### src/rtl/tret_pkg.sv
package tret_pkg;

  localparam int PRIV_W   = 2;
  localparam int INT_EN_W = 4;

  typedef logic [PRIV_W-1:0] priv_t;

  localparam priv_t PRIV_U = 2'b00;
  localparam priv_t PRIV_S = 2'b01;
  localparam priv_t PRIV_M = 2'b11;

  // bit 2 of the enable vector has no owner and is held at zero
  localparam logic [INT_EN_W-1:0] INT_EN_MASK = 4'b1011;

  typedef struct packed {
    priv_t                priv;
    logic                 virt;
    logic [INT_EN_W-1:0]  int_en;
    logic                 sup_prev_en;
    logic                 mach_prev_en;
    logic                 sup_prev_priv;
    priv_t                mach_prev_priv;
    logic                 mach_prev_virt;
    logic                 sup_prev_virt;
    logic                 sup_stash_virt;
    logic                 sup_stash_priv;
  } hart_state_t;

  localparam int STATE_W = $bits(hart_state_t);

  // map the unused encoding onto user
  function automatic priv_t legal_priv(priv_t p);
    return (p == 2'b10) ? PRIV_U : p;
  endfunction

endpackage

### src/rtl/tret_ie_update.sv
module tret_ie_update
  import tret_pkg::*;
#(
  parameter int W = INT_EN_W
) (
  input  logic [W-1:0] ie_i,
  input  logic         legacy_i,
  input  priv_t        resume_priv_i,
  input  priv_t        own_priv_i,
  input  logic         value_i,
  output logic [W-1:0] ie_o
);

  priv_t sel;

  // legacy placement indexes by the level being resumed, modern by the returning level
  assign sel = legacy_i ? resume_priv_i : own_priv_i;

  for (genvar b = 0; b < W; b++) begin : g_bit
    localparam priv_t IDX = priv_t'(b);
    assign ie_o[b] = (sel == IDX) ? value_i : ie_i[b];
  end

endmodule

### src/rtl/tret_sret_calc.sv
module tret_sret_calc
  import tret_pkg::*;
(
  input  hart_state_t cur_i,
  input  logic        hyp_i,
  input  logic        legacy_i,
  output hart_state_t nxt_o,
  output logic        illegal_o,
  output logic        swap_o
);

  logic                host_path;
  priv_t               resume_priv;
  logic [INT_EN_W-1:0] ie_new;

  assign illegal_o   = (cur_i.priv == PRIV_U);
  assign host_path   = hyp_i && !cur_i.virt;
  assign resume_priv = {1'b0, cur_i.sup_prev_priv};

  tret_ie_update #(.W(INT_EN_W)) u_ie (
    .ie_i          (cur_i.int_en),
    .legacy_i      (legacy_i && !host_path),
    .resume_priv_i (resume_priv),
    .own_priv_i    (PRIV_S),
    .value_i       (cur_i.sup_prev_en),
    .ie_o          (ie_new)
  );

  always_comb begin
    nxt_o  = cur_i;
    swap_o = 1'b0;
    if (!illegal_o) begin
      nxt_o.priv        = resume_priv;
      nxt_o.int_en      = ie_new;
      nxt_o.sup_prev_en = 1'b1;
      if (host_path) begin
        // pop the second level into the first
        nxt_o.virt           = cur_i.sup_prev_virt;
        nxt_o.sup_prev_virt  = cur_i.sup_stash_virt;
        nxt_o.sup_prev_priv  = cur_i.sup_stash_priv;
        nxt_o.sup_stash_virt = 1'b0;
        nxt_o.sup_stash_priv = 1'b0;
        swap_o               = cur_i.sup_prev_virt;
      end else begin
        nxt_o.sup_prev_priv  = 1'b0;
      end
    end
  end

endmodule

### src/rtl/tret_mret_calc.sv
module tret_mret_calc
  import tret_pkg::*;
(
  input  hart_state_t cur_i,
  input  logic        hyp_i,
  input  logic        legacy_i,
  output hart_state_t nxt_o,
  output logic        swap_o
);

  logic [INT_EN_W-1:0] ie_new;

  tret_ie_update #(.W(INT_EN_W)) u_ie (
    .ie_i          (cur_i.int_en),
    .legacy_i      (legacy_i),
    .resume_priv_i (cur_i.mach_prev_priv),
    .own_priv_i    (PRIV_M),
    .value_i       (cur_i.mach_prev_en),
    .ie_o          (ie_new)
  );

  always_comb begin
    nxt_o                = cur_i;
    nxt_o.priv           = cur_i.mach_prev_priv;
    nxt_o.int_en         = ie_new;
    nxt_o.mach_prev_en   = 1'b1;
    nxt_o.mach_prev_priv = PRIV_U;
    nxt_o.mach_prev_virt = 1'b0;
    nxt_o.virt           = hyp_i ? cur_i.mach_prev_virt : cur_i.virt;
    swap_o               = hyp_i && cur_i.mach_prev_virt;
  end

endmodule

### src/rtl/trap_return_unit.sv
module trap_return_unit
  import tret_pkg::*;
(
  input  logic        clk,
  input  logic        rst_n,
  input  logic        hyp_present_i,
  input  logic        legacy_spec_i,
  input  logic        sret_req_i,
  input  logic        mret_req_i,
  input  logic        load_valid_i,
  input  logic [1:0]  load_priv_i,
  input  logic        load_virt_i,
  input  logic [3:0]  load_int_en_i,
  input  logic        load_sup_prev_en_i,
  input  logic        load_mach_prev_en_i,
  input  logic        load_sup_prev_priv_i,
  input  logic [1:0]  load_mach_prev_priv_i,
  input  logic        load_mach_prev_virt_i,
  input  logic        load_sup_prev_virt_i,
  input  logic        load_sup_stash_virt_i,
  input  logic        load_sup_stash_priv_i,
  output logic [1:0]  priv_o,
  output logic        virt_o,
  output logic [3:0]  int_en_o,
  output logic        sup_prev_en_o,
  output logic        mach_prev_en_o,
  output logic        sup_prev_priv_o,
  output logic [1:0]  mach_prev_priv_o,
  output logic        mach_prev_virt_o,
  output logic        sup_prev_virt_o,
  output logic        sup_stash_virt_o,
  output logic        sup_stash_priv_o,
  output logic        illegal_o,
  output logic        bank_swap_o
);

  localparam hart_state_t RESET_STATE = '{priv: PRIV_M, default: '0};

  hart_state_t state_q, state_d, load_state, sret_nxt, mret_nxt;
  logic        sret_ill, sret_swap, mret_swap;
  logic        illegal_d, swap_d, illegal_q, swap_q;

  always_comb begin
    load_state.priv           = legal_priv(load_priv_i);
    load_state.virt           = load_virt_i;
    load_state.int_en         = load_int_en_i & INT_EN_MASK;
    load_state.sup_prev_en    = load_sup_prev_en_i;
    load_state.mach_prev_en   = load_mach_prev_en_i;
    load_state.sup_prev_priv  = load_sup_prev_priv_i;
    load_state.mach_prev_priv = legal_priv(load_mach_prev_priv_i);
    load_state.mach_prev_virt = load_mach_prev_virt_i;
    load_state.sup_prev_virt  = load_sup_prev_virt_i;
    load_state.sup_stash_virt = load_sup_stash_virt_i;
    load_state.sup_stash_priv = load_sup_stash_priv_i;
  end

  tret_sret_calc u_sret (
    .cur_i     (state_q),
    .hyp_i     (hyp_present_i),
    .legacy_i  (legacy_spec_i),
    .nxt_o     (sret_nxt),
    .illegal_o (sret_ill),
    .swap_o    (sret_swap)
  );

  tret_mret_calc u_mret (
    .cur_i    (state_q),
    .hyp_i    (hyp_present_i),
    .legacy_i (legacy_spec_i),
    .nxt_o    (mret_nxt),
    .swap_o   (mret_swap)
  );

  // load over machine return over supervisor return
  always_comb begin
    state_d   = state_q;
    illegal_d = 1'b0;
    swap_d    = 1'b0;
    if (load_valid_i) begin
      state_d = load_state;
    end else if (mret_req_i) begin
      state_d = mret_nxt;
      swap_d  = mret_swap;
    end else if (sret_req_i) begin
      state_d   = sret_nxt;
      illegal_d = sret_ill;
      swap_d    = sret_swap;
    end
  end

  always_ff @(posedge clk) begin
    if (!rst_n) begin
      state_q   <= RESET_STATE;
      illegal_q <= 1'b0;
      swap_q    <= 1'b0;
    end else begin
      state_q   <= state_d;
      illegal_q <= illegal_d;
      swap_q    <= swap_d;
    end
  end

  assign priv_o           = state_q.priv;
  assign virt_o           = state_q.virt;
  assign int_en_o         = state_q.int_en;
  assign sup_prev_en_o    = state_q.sup_prev_en;
  assign mach_prev_en_o   = state_q.mach_prev_en;
  assign sup_prev_priv_o  = state_q.sup_prev_priv;
  assign mach_prev_priv_o = state_q.mach_prev_priv;
  assign mach_prev_virt_o = state_q.mach_prev_virt;
  assign sup_prev_virt_o  = state_q.sup_prev_virt;
  assign sup_stash_virt_o = state_q.sup_stash_virt;
  assign sup_stash_priv_o = state_q.sup_stash_priv;
  assign illegal_o        = illegal_q;
  assign bank_swap_o      = swap_q;

  p_illegal_hold_r1: assert property (@(posedge clk) disable iff (!rst_n)
    illegal_q |-> (state_q == $past(state_q)));

  p_host_clear_r3: assert property (@(posedge clk) disable iff (!rst_n)
    (!load_valid_i && !mret_req_i && sret_req_i && state_q.priv != PRIV_U
     && hyp_present_i && !state_q.virt)
    |=> (!state_q.sup_stash_virt && !state_q.sup_stash_priv));

  p_sret_enable_r4: assert property (@(posedge clk) disable iff (!rst_n)
    (!load_valid_i && !mret_req_i && sret_req_i && state_q.priv != PRIV_U)
    |=> state_q.sup_prev_en);

  p_mret_empty_r7: assert property (@(posedge clk) disable iff (!rst_n)
    (!load_valid_i && mret_req_i)
    |=> (state_q.mach_prev_priv == PRIV_U && !state_q.mach_prev_virt && state_q.mach_prev_en));

  p_swap_guest_r9: assert property (@(posedge clk) disable iff (!rst_n)
    swap_q |-> state_q.virt);

  p_priv_legal_r10: assert property (@(posedge clk) disable iff (!rst_n)
    (state_q.priv != 2'b10) && (state_q.mach_prev_priv != 2'b10) && !state_q.int_en[2]);

  p_load_quiet_r12: assert property (@(posedge clk) disable iff (!rst_n)
    load_valid_i |=> (!illegal_q && !swap_q));

endmodule

### config.mk
export PLATFORM = sky130hd
export DESIGN_NAME = trap_return_unit
export DESIGN_NICKNAME = d
export VERILOG_FILES = /design/src/rtl/tret_pkg.sv /design/src/rtl/tret_ie_update.sv /design/src/rtl/tret_sret_calc.sv /design/src/rtl/tret_mret_calc.sv /design/src/rtl/trap_return_unit.sv
export SDC_FILE = /design/constraint.sdc
export NUM_CORES = 1
export LEC_CHECK = 0
export ABC_AREA = 1
export BUFFER_PORTS_ARGS = -buffer_cell sky130_fd_sc_hd__buf_2
export CORE_ASPECT_RATIO = 0.7
export CORE_MARGIN = 10
export CORE_UTILIZATION = 50
export DETAILED_ROUTE_END_ITERATION = 10
export PLACE_DENSITY = 0.83
export SLEW_MARGIN = 20
export SYNTH_ARGS = -nofsm -noshare
export SYNTH_HDL_FRONTEND = slang
export SYNTH_SLANG_ARGS = --single-unit
### constraint.sdc
create_clock -name clk -period 2.9 [get_ports clk]
set_input_delay 0.87 -clock clk [delete_from_list [all_inputs] [get_ports clk]]
set_output_delay 0.87 -clock clk [all_outputs]
set_load 0.02 [all_outputs]
==> summary.md <==
| Metric | Value |
|---|---|
| Final Cycle Share | `61.8%` |
| Fin. max-slew vios | `0` |
| Clock Latency Late Sink | `0.30 ns` |
| # diodes | `0` |
| Core ar. | `1850 sq um` |
| Crit start category | `flip-flop` |
| Post-cts resize count | `0` |
| Register area share after synthesis | `36.9%` |
| Synth-to-layout area growth | `22.7%` |
| Fraction of the mapped netlist area in adder cells | `0%` |
| DIE AREA | `4150 sq um` |
| Average size of a mapped cell | `7.23 sq um` |
| Slowest cell on the critical path | `dfxtp_1` |
| Final Hold Fails | `0` |
| TritonRoute pass-1 iters | `4` |
| Drt initial violations | `81` |
| Dpl cells | `192` |
| Routed via count | `1000` |
| Post-DR vias/cell | `5.10` |
| Met2 wire len | `1240 um` |
| Clk buf depth | `2` |
| Distinct cells, synth | `30` |
| First-pass GRT wire length | `4710 um` |
| CTS tree | `done` |
| Starting density of the core | `52.6%` |
| Number of fillers in the final layout | `171` |
| Synth area leader | `dfxtp_1` |
| Status | `finished, final reports clean` |
| Worst Path Arrival | `0.92 ns` |
| Place WS | `0.980 ns` |
| CTS root buffer | `clkbuf_4` |
| TritonCTS Buffers | `3` |
| DIE WIDTH | `72.8 um` |
| WP data required | `2.03 ns` |
| Synth Area in Simple Gates | `36.3%` |
| Post-synthesis xor/xnor area fraction | `0%` |
| Crit Path Max Fanout | `5` |
| Mapped Nets | `158` |
| Pwr dens | `475 nW/um^2` |
| Largest net degree at the start of global routing | `17` |
| Synth Instances | `135` |
| Hold-fix buffers at CTS | `0` |
| Layout cells sized above 1 | `35.1%` |
| Largest family of logic cells by synthesized area | `simple AND/OR/NAND/NOR gates` |
| # setup viols final | `0` |
| GRT Resource Usage Total | `13.9%` |
| Top area cells in the synthesized netlist | `dfxtp_1 (37%), nand2_1 (14%), nand3_1 (6.2%)` |
| CP Cell Sequence | `buf_2` |
| Final WS setup | `1.11 ns` |
| Mux share of post-synthesis cell area | `0%` |
| Yosys top cell area share | `36.9%` |
| NumNets Final | `198` |
| Synthesized flop and latch total | `18` |
| Total power | `0.000569 W` |
| TritonCTS Sinks | `18` |
| Top delay family on crit path | `flip-flops` |
| Worst VDD drop | `0.333 mV` |
| Height of the die | `57.0 um` |
| Worst Skew | `0.00517 ns` |
| Total Wirelength | `2720 um` |
| PortBufs | `39` |
| Length of routed met3 wiring | `381 um` |
| Minimum clock period | `1.79 ns` |
| Antenna violations before repair | `0` |
| RSZ-0062 raised after global routing | `no` |
| Slowest Stage Delay on Critical Path | `0.42 ns` |
| Uppermost routed layer | `met4` |
| Std cell rows | `13` |
| Grt ovf | `0` |
| Drt wl/cell | `13.9 um` |
| # IOs | `41` |
| Leak | `0.632 nW` |
| Fmax | `558 MHz` |
| Worst-margin pin slew | `0.438 ns` |
| Clock slew at reported path FFs | `0.10 ns` |
| Post-DRT Antenna Nets | `0` |
| GPL Wtd Cong | `0.843` |
| Met1 wire length | `1070 um` |
| Worst Path Buf+Inv | `1` |
| Setup CP Type | `reg -> out` |
| Max_cap viols | `0` |
| Compound-Gate Fraction of Synth Area | `15.6%` |
| Setup TNS | `0 ns` |
| Cell Area, Synth | `976 sq um` |
| Number of setup buffers added after CTS | `0` |
| Hold WC Path Type | `reg -> reg` |
| Remaining DRCs | `0` |
| Ys Warns | `0` |
| Max transition margin | `70.8%` |
| Final Non-Filler Cells | `196` |
| CTS HTree Levels | `1` |
| DP Wirelength | `2150 um` |
| Nature of the critical path endpoint | `output port` |
| Vias in the first global route | `1000` |
cell families after synthesis:
group | Yosys count
and+or+nand+nor | 72
buffers and inverters | 23
AOI/OAI and AO/OA | 22
DFF | 18
through the flow:
step	cell area, sq um	utilization, %	hold slack (ns)
after floorplan	976	-	0.520
after detailed placement	1160	62.6	0.437
after global placement	1160	62.6	0.436
after CTS	1200	64.6	0.453
final	1200	64.6	0.451
after global routing	1200	64.6	0.490
layout by cell type (no fill, tap or decap), drive strengths merged, types with 3 or more instances in the layout:
| cell type | n |
|---|---|
| buf | 39 |
| dfxtp | 18 |
| nand3 | 14 |
| o21ai | 7 |
| a21oi | 5 |
| nand2 | 41 |
| nor2 | 15 |
| o211ai | 3 |
| inv | 19 |
| clkbuf | 4 |
tightest hold or removal path: cells and delay by family (launching register included):
| kind | cells | cell delay (ns) |
|---|---|---|
| buffers and inverters | 1 | 0.05 |
| flip-flops | 1 | 0.32 |
| AO/OA/AOI/OAI | 1 | 0.05 |
where the power goes:
| group | leakage (nW) | switching [W] | internal [W] |
|---|---|---|---|
| Sequential | 0.149 | 0.0000124 | 0.000263 |
| Clock | 0.0210 | 0.0000785 | 0.0000766 |
| Combinational | 0.462 | 0.0000881 | 0.0000495 |
routing by layer:
layer	up-vias	GRT usage (%)
met3	4	8.12
met1	429	15.2
met5	-	0
met2	52	22.7
li1	515	-
met4	0	3.24
registers in the layout (all words and copies together) (netlist names):
signal / count
bank_swap_o: 1
illegal_o: 1
int_en_o: 4
mach_prev_en_o: 1
mach_prev_priv_o: 2
mach_prev_virt_o: 1
priv_o: 2
sup_prev_en_o: 1
sup_prev_priv_o: 1
sup_prev_virt_o: 1
sup_stash_priv_o: 1
sup_stash_virt_o: 1
virt_o: 1
cell usage after synthesis:
cell type	n
o211ai_2	1
a21boi_0	1
nor2_4	2
o21a_1	1
o21ai_1	2
nand2_4	1
nand2_1	36
o22ai_1	1
o221a_2	1
clkbuf_4	1
a22o_1	1
dfxtp_1	18
nand3_1	12
o21ai_2	2
nor2_2	1
o21ai_0	3
inv_1	16
buf_6	2
a21oi_1	5
inv_2	3
nor2_8	1
a22oi_1	1
buf_4	1
o211ai_1	2
nor4_1	1
nand2_2	4
nor2_1	11
a32oi_1	1
nand4_1	1
nand3_2	2
cell type report:
type / instances / area, sq um / share of cell area, %
timing repair buffer: 39 / 195 / 16.3
clock buffer: 4 / 36.3 / 3.03
tap: 22 / 27.5 / 2.30
multi-input combinational: 94 / 507 / 42.3
sequential: 18 / 360 / 30.1
inverter: 19 / 71.3 / 5.96
path summary, 6_finish.rpt:
path	start	slack (ns)	depth (start not counted)	endpoint
setup / recovery	mach_prev_priv_o[1]$_SDFFE_PN0N_	1.11	1	mach_prev_priv_o[1]
hold / removal	int_en_o[2]$_SDFFE_PP0P_	0.45	2	int_en_o[2]$_SDFFE_PP0P_
setup reg to reg	priv_o[0]$_SDFFE_PN1P_	1.77	6	int_en_o[1]$_SDFFE_PN0P_
hold reg to reg	int_en_o[2]$_SDFFE_PP0P_	0.45	2	int_en_o[2]$_SDFFE_PP0P_
Note: power is estimated with default switching activity, not from simulation.
